--- src/rtl/adcclk_pkg.sv ---
package adcclk_pkg;

  localparam int PRE_W_DEF = 4;
  localparam int ACQ_W_DEF = 4;

  typedef enum logic {
    WIN_IDLE = 1'b0,
    WIN_OPEN = 1'b1
  } win_state_t;

endpackage

--- src/rtl/adcclk_prescale.sv ---
module adcclk_prescale #(
  parameter int PRE_W = adcclk_pkg::PRE_W_DEF
) (
  input  logic             clk,
  input  logic             rst,
  input  logic             load,
  input  logic [PRE_W-1:0] pre_in,
  output logic             tick
);
  localparam int CW = PRE_W + 1;

  logic [PRE_W-1:0] pre_q;
  logic [CW-1:0]    cnt;
  logic [CW-1:0]    ratio;

  assign ratio = (pre_q == '0) ? CW'(1) : {pre_q, 1'b0};
  assign tick  = (cnt == ratio - CW'(1));

  always_ff @(posedge clk) begin
    if (rst) begin
      cnt   <= '0;
      pre_q <= '0;
    end else begin
      cnt <= tick ? '0 : cnt + CW'(1);
      if (load) pre_q <= pre_in;
    end
  end

  // counter stays inside the current ratio
  a_r3_cnt_bound: assert property (@(posedge clk) disable iff (rst)
    cnt < ratio);

  // prescale code moves only on a core boundary
  a_r5_cfg_hold: assert property (@(posedge clk) disable iff (rst)
    !load |=> $stable(pre_q));

endmodule

--- src/rtl/adcclk_halver.sv ---
module adcclk_halver (
  input  logic clk,
  input  logic rst,
  input  logic load,
  input  logic half_in,
  input  logic tick_in,
  output logic tick_out
);
  logic half_q;
  logic phase;

  assign tick_out = tick_in & (~half_q | phase);

  always_ff @(posedge clk) begin
    if (rst) begin
      half_q <= 1'b0;
      phase  <= 1'b0;
    end else begin
      if (load) begin
        half_q <= half_in;
        phase  <= 1'b0;
      end else if (tick_in) begin
        phase <= ~phase;
      end
    end
  end

endmodule

--- src/rtl/adcclk_window.sv ---
module adcclk_window #(
  parameter int ACQ_W = adcclk_pkg::ACQ_W_DEF
) (
  input  logic             clk,
  input  logic             rst,
  input  logic             tick,
  input  logic [ACQ_W-1:0] acq_in,
  input  logic             req,
  output logic             win,
  output logic             done
);
  import adcclk_pkg::*;

  win_state_t       state;
  logic [ACQ_W-1:0] left;
  logic             pend;
  logic             want;

  assign want = pend | req;
  assign win  = (state == WIN_OPEN);

  always_ff @(posedge clk) begin
    if (rst) begin
      state <= WIN_IDLE;
      left  <= '0;
      pend  <= 1'b0;
      done  <= 1'b0;
    end else begin
      done <= 1'b0;
      pend <= want;
      if (tick) begin
        if (state == WIN_IDLE) begin
          if (want) begin
            state <= WIN_OPEN;
            left  <= acq_in;
            pend  <= 1'b0;
          end
        end else if (left == '0) begin
          done <= 1'b1;
          pend <= 1'b0;
          if (want) left <= acq_in;
          else      state <= WIN_IDLE;
        end else begin
          left <= left - ACQ_W'(1);
        end
      end
    end
  end

  // window edges fall only after a core boundary
  a_r6_win_on_tick: assert property (@(posedge clk) disable iff (rst)
    (win != $past(win)) |-> $past(tick));

  // completion only follows an open window
  a_r7_done_after_win: assert property (@(posedge clk) disable iff (rst)
    done |-> $past(win));

endmodule

--- src/rtl/adcclk_sampler.sv ---
module adcclk_sampler #(
  parameter int PRE_W = adcclk_pkg::PRE_W_DEF,
  parameter int ACQ_W = adcclk_pkg::ACQ_W_DEF
) (
  input  logic             clk,
  input  logic             rst,
  input  logic [PRE_W-1:0] pre_div,
  input  logic             post_half,
  input  logic [ACQ_W-1:0] acq_len,
  input  logic             sample_req,
  output logic             core_en,
  output logic             sample_win,
  output logic             sample_done
);
  logic tick_pre;
  logic tick_core;

  adcclk_prescale #(.PRE_W(PRE_W)) u_pre (
    .clk    (clk),
    .rst    (rst),
    .load   (tick_core),
    .pre_in (pre_div),
    .tick   (tick_pre)
  );

  adcclk_halver u_half (
    .clk      (clk),
    .rst      (rst),
    .load     (tick_core),
    .half_in  (post_half),
    .tick_in  (tick_pre),
    .tick_out (tick_core)
  );

  adcclk_window #(.ACQ_W(ACQ_W)) u_win (
    .clk    (clk),
    .rst    (rst),
    .tick   (tick_core),
    .acq_in (acq_len),
    .req    (sample_req),
    .win    (sample_win),
    .done   (sample_done)
  );

  always_ff @(posedge clk) begin
    if (rst) core_en <= 1'b0;
    else     core_en <= tick_core;
  end

  // a window opens together with a core enable pulse
  a_r6_open_aligned: assert property (@(posedge clk) disable iff (rst)
    $rose(sample_win) |-> core_en);

  // completion strobe coincides with a core enable pulse
  a_r7_done_aligned: assert property (@(posedge clk) disable iff (rst)
    sample_done |-> core_en);

endmodule

--- config.mk ---
export PLATFORM = sky130hd
export DESIGN_NAME = adcclk_sampler
export DESIGN_NICKNAME = d
export VERILOG_FILES = /design/src/rtl/adcclk_pkg.sv /design/src/rtl/adcclk_prescale.sv /design/src/rtl/adcclk_halver.sv /design/src/rtl/adcclk_window.sv /design/src/rtl/adcclk_sampler.sv
export SDC_FILE = /design/constraint.sdc
export NUM_CORES = 1
export LEC_CHECK = 0
export ABC_AREA = 1
export ABC_CLOCK_PERIOD_IN_PS = 1700
export BUFFER_PORTS_ARGS = -buffer_cell sky130_fd_sc_hd__buf_2
export CAP_MARGIN = 25
export CORE_UTILIZATION = 55
export CTS_BUF_LIST = sky130_fd_sc_hd__clkbuf_4
export DETAILED_ROUTE_END_ITERATION = 6
export GPL_TIMING_DRIVEN = 0
export PLACE_DENSITY = 0.77
export SKIP_CTS_REPAIR_TIMING = 1
export SYNTH_ARGS = -nofsm -noshare
export SYNTH_HDL_FRONTEND = slang
export SYNTH_SLANG_ARGS = --single-unit
--- constraint.sdc ---
create_clock -name clk -period 1.7 [get_ports clk]
set_clock_uncertainty 0.15 [all_clocks]
set_input_delay 0.17 -clock clk [delete_from_list [all_inputs] [get_ports clk]]
set_output_delay 0.17 -clock clk [all_outputs]
set_load 0.01 [all_outputs]
## Yosys cells after proc, flatten, opt, wreduce, memory -nomap -nowiden

Index checks and enable logic that the tools add are counted.

- $add $sub $neg: 3
- Eq/ne operators: 1
- Multiplexer cells: 11
- Bitwise operators: 7
- Reductions and logical operators: 5

Operators by type and width:

| operator | number |
|---|---|
| 4-bit 2-to-1 mux | 3 |
| 4-bit zero test | 2 |
| 1-bit 2-to-1 mux | 7 |
| 5-bit by 1-bit adder with 5-bit output, second input constant | 1 |
| 5-bit == test | 1 |
| 5-bit 2-to-1 mux | 1 |
| 5-bit by 1-bit subtractor with 5-bit output, second input constant | 1 |
| 1-bit NOT | 4 |
| 2-bit OR reduction | 2 |
| 4-bit by 1-bit subtractor with 4-bit output, second input constant | 1 |
| 3-bit OR reduction | 1 |
| 1-bit bitwise OR | 2 |
| 1-bit bitwise AND | 1 |

- Register bits after elaboration: 19
- Input bits: 12
- Logic and storage cells: 36

## Logic depth before layout (Yosys ltp)

- Depth after elaboration: 7
- Gate-level depth with buffers: 11
- Depth with buffers taken out: 11

## Modules after synthesis

From an unflattened synthesis, not the netlist that was laid out.

- Cells, all modules: 155
- Area total of the unflattened synthesis: 1,016.0 um^2

By module, submodules not included:

| module | times used | cells each | area an instance (um^2) |
|---|---|---|---|
| adcclk_prescale | 1 | 70 | 464.2 |
| adcclk_window | 1 | 67 | 429.2 |
| adcclk_halver | 1 | 15 | 92.6 |
| adcclk_sampler | 1 | 3 | 30.0 |

## Least setup slack after synthesis

OpenSTA, ideal clock, no wires.

- Path kind: flip-flop to flip-flop
- From: register u_pre.pre_q[0]
- To: register u_pre.pre_q[0]
- Library setup time: 0.112 ns
- Data arrival time: 1.279 ns
- Slack: 0.159 ns
- Stages on the path, launching flop included: 10
- Buffers on the path: 1
- Cells stage by stage: dfxtp_1 nor2_2 nand2_1 a21oi_2 nand2_1 nor2_4 nand3_4 buf_6 nand3_1 nand2_1

- Longest elaborated chain between the ends: 5

RTL lines:

| what | RTL line | text |
|---|---|---|
| from (decl) | adcclk_prescale.sv:12 | `logic [PRE_W-1:0] pre_q;` |
| from (signal assigned) | adcclk_prescale.sv:25 | `if (load) pre_q <= pre_in;` |
| 4-bit zero test | adcclk_prescale.sv:16 | `assign ratio = (pre_q == '0) ? CW'(1) : {pre_q, 1'b0};` |
| 5-bit 2-to-1 mux * | adcclk_prescale.sv:16 |  |
| 5-bit by 1-bit subtractor with 5-bit output * | adcclk_prescale.sv:17 | `assign tick = (cnt == ratio - CW'(1));` |
| 5-bit == test * | adcclk_prescale.sv:17 |  |
| 1-bit bitwise AND * | adcclk_halver.sv:12 | `assign tick_out = tick_in & (~half_q \| phase);` |

Mark *: on every way between the ends. The rest lies on a longest branch, timed or not.
A chain may end at the register's enable or synchronous reset.

## Worst setup path in the final report

- From: register u_pre.pre_q[0]
- To: register u_pre.pre_q[1]

The elaborated chain is that of the path after synthesis.

==> results by group <==
Timing
  • Unrepaired setup endpoints after global routing: yes
  • Count of pins over their slew limit: 0
  • Upper clock frequency limit: 0.613 GHz
  • Actual slew at the worst max-slew pin: 0.446 ns
  • Fin. Hold Viols: 0
  • Number of setup violations in the final report: 0
  • Final Critical Period: 1.63 ns
  • Ratio of final minimum period to clock period: 95.9%
  • Relative max-transition margin: 70.2%

Yosys
  • Cell types occupying the most area after synthesis: sky130_fd_sc_hd__dfxtp_1, sky130_fd_sc_hd__nand2_1, sky130_fd_sc_hd__nand3_1
  • Cell Area, Synth: 1030 µm²
  • Gate count after technology mapping: 145
  • Flop and latch count out of synthesis: 19
  • Synthesized net count: 159
  • Warnings, synthesis: 0
  • Library cell with the largest summed area after synthesis: sky130_fd_sc_hd__dfxtp_1
  • Fraction of post-synthesis cell area in the top cell type by area: 36.8%
  • Synthesized area per cell: 7.12 µm²
  • Number of distinct library cell variants in the gate-level netlist after synthesis: 25
  • Portion of the post-synthesis area used by sequential elements: 36.8%

Floorplan
  • Number of primary I/O pins: 15
  • Initial core utilization: 59.1%
  • Die W: 45.3 µm
  • Die footprint: 2050 µm²
  • Number of placement rows: 15
  • Die Span Y: 45.3 µm
  • CORE AREA: 1750 µm²

GRT
  • Global-route wire length before repair: 3150 µm
  • Congestion Overflow GR: 0
  • Global routing met2 resource utilization: 35.1%
  • Initial antenna violation count: 0
  • Busiest metal layer after global routing: met2
  • Vias in the first global route: 795
  • Overall Global Routing Usage: 21.1%
  • Maximum number of pins on one net before global-route repair: 11
  • M3 GR Usage: 4.00%
  • Met1 track demand over resource in global routing: 26.7%

Worst setup path
  • Cell depth of the worst flop-to-flop path: 9
  • Worst Path Required: 1.75 ns
  • Top fanout value on the critical path: 10
  • Reg2reg start: u_pre.pre_q[0]
  • Worst r2r dst: u_pre.pre_q[1]
  • Element type at the critical path start: flip-flop
  • Type of the worst setup path: flip-flop to flip-flop
  • Data arrival time of the worst path: 1.68 ns
  • Endpoint kind of the worst setup timing path: flip-flop
  • Minimum setup slack among reg-to-reg paths: 0.07 ns
  • Critical path startpoint: u_pre.pre_q[0]

CTS
  • H-tree depth: 1
  • Number of CTS-inserted buffers: 3
  • Clock-pin slew on the worst setup and hold paths: 0.11 ns
  • Number of clock sinks: 19
  • Source-to-sink clock delay at the later pin of the worst-skew pair: 0.29 ns
  • Maximum number of buffers from clock root to sink: 2
  • CTS tree: done
  • Cell chosen for the clock root: sky130_fd_sc_hd__clkbuf_4

Routing
  • Routed wire length: 1980 µm
  • Remaining design rule violation count: 0
  • Drt initial violations: 25
  • Routed wire length per instance: 10.1 µm
  • Post-DRT Antenna Nets: 0
  • Routed vias/inst: 4.96
  • Number of vias after detailed routing: 972
  • First-pass iteration count of the detailed router: 4

Placement
  • Final weighted congestion in routability-driven placement: 0.822
  • Cell area reported after detailed placement: 1130 µm²
  • PortBufs: 14
  • Half-perimeter wire length after detailed placement: 1400 µm

Power and ir drop
  • Fraction of power consumed by sequential logic: 31.5%
  • Design internal power: 1320 µW
  • Power density relative to cell area: 1960 nW/µm²
  • Combinational group share of total power: 59.0%
  • Static leakage power: 0.000594 µW
  • Switching power share of the total: 47.1%
  • VDD IR-drop max: 1.45 mV
  • Power share of the clock group: 9.5%
  • Switching Power: 1180 µW

Finish
  • Final standard cell utilization of the core: 72.8%
  • Layout Area Growth over Synthesis: 23.0%
  • Layout cells sized above 1: 26.9%
  • Final-stage net count: 186
  • Antenna Cells: 0
  • Cell area after layout: 1270 µm²

Hold path
  • Min-Delay Endpoint: u_win.left[0]
  • Hold WC Path Type: input port to flip-flop
  • Source of the worst hold timing path: acq_len[0]
  • Cell count of the worst hold path: 5

Job
  • Total of max-cap violations: 0

Status
  • Result of the run: finished, final reports clean
==> cell usage after synthesis (all sizes together) <==
master	instances
nand2	44
a21oi	4
o211ai	1
o31ai	1
xor2	2
o21ai	8
nand3	19
nand4	2
dfxtp	19
nor2	19
buf	2
mux2	1
ha	2
nor3b	1
a31oi	2
inv	18
==> routing by layer <==
metal / wire [µm] / part of all wire, %
met1: 912 / 46
met2: 977 / 49
met3: 63 / 3.2
met4: 25 / 1.3
met5: 0 / 0
==> critical path, cell delays in order, from the launching register on <==
cell and delay [ns]:
sky130_fd_sc_hd__dfxtp_2 0.37, sky130_fd_sc_hd__o21ai_1 0.23, sky130_fd_sc_hd__nand2_1 0.08, sky130_fd_sc_hd__nand2_1 0.06, sky130_fd_sc_hd__nand2_1 0.07, sky130_fd_sc_hd__nor2_4 0.14
sky130_fd_sc_hd__nand3_4 0.14, sky130_fd_sc_hd__buf_8 0.17, sky130_fd_sc_hd__nand3_1 0.06, sky130_fd_sc_hd__nand2_1 0.05
==> layout make-up <==
cell class / instances / area (µm²)
plain buffers: 2 / 20.0
clock buffers: 4 / 30.0
fillers: 160 / 475
inverters: 18 / 67.6
multi-input cells: 106 / 588
flip-flops and latches: 19 / 388
well taps: 25 / 31.3
repair buffers: 22 / 145
==> cell usage in the layout (no fill, tap or decap), types with 2 or more instances in the layout <==
cell,n
sky130_fd_sc_hd__a21oi_1,3
sky130_fd_sc_hd__a31oi_1,2
sky130_fd_sc_hd__buf_2,15
sky130_fd_sc_hd__buf_4,2
sky130_fd_sc_hd__clkbuf_4,4
sky130_fd_sc_hd__dfxtp_1,13
sky130_fd_sc_hd__dfxtp_2,6
sky130_fd_sc_hd__dlygate4sd3_1,6
sky130_fd_sc_hd__inv_1,16
sky130_fd_sc_hd__inv_2,2
sky130_fd_sc_hd__nand2_1,44
sky130_fd_sc_hd__nand3_1,11
sky130_fd_sc_hd__nand3_2,7
sky130_fd_sc_hd__nand4_1,2
sky130_fd_sc_hd__nor2_1,14
sky130_fd_sc_hd__nor2_4,3
sky130_fd_sc_hd__o21ai_0,4
sky130_fd_sc_hd__o21ai_1,4
sky130_fd_sc_hd__xor2_1,2
==> worst max-delay path by stage <==
stage | endpoint | depth (start not counted)
finish | u_pre.pre_q[1] | 9
global route | u_pre.pre_q[1] | 11
CTS | u_win.left[0] | 10
detailed placement | u_win.left[0] | 10
global placement | u_win.left[0] | 10
floorplan | u_pre.pre_q[0] | 9
==> kinds of logic (layout without fill, tap and decap cells) <==
kind of cell,count (synthesis),in the layout,share of synthesized area [%]
flops,19,19,36.8
xor+xnor,2,2,1.70
compound gates,16,16,8.85
buf+inv,20,46,8.12
mux,1,1,1.09
simple gates,85,85,41.0
fa+ha+maj,2,2,2.42
==> power by group through the flow <==
stage	clock [µW]	sequential [µW]	combinational (µW)
2_1_floorplan	0	747	1100
3_3_place_gp	0	762	1310
3_5_place_dp	0	770	1330
4_1_cts	241	763	1340
5_1_grt	267	805	1680
6_report	238	785	1470
==> per-stage QoR <==
stage | hold WS (ns) | power (µW) | TNS [ns] | cells | worst slack [ns]
after floorplan | 0.0891 | 1840 | 0 | 145 | 0.159
after global placement | 0.206 | 2070 | -0.0147 | 184 | -0.0147
after detailed placement | 0.212 | 2100 | -0.0390 | 184 | -0.0390
after CTS | -0.0959 | 2340 | -0.0597 | 188 | -0.0570
after global routing | 0.114 | 2750 | -0.344 | 196 | -0.0512
final | 0.0809 | 2490 | 0 | 196 | 0.0694
==> state kept, by name, summed over array words and instances (netlist names) <==
signal and count:
core_en 1, u_half.half_q 1, u_half.phase 1, u_pre.cnt 5, u_pre.pre_q 4, u_win.done 1, u_win.left 4, u_win.pend 1
u_win.win 1
(Power assumes the default switching activity.)
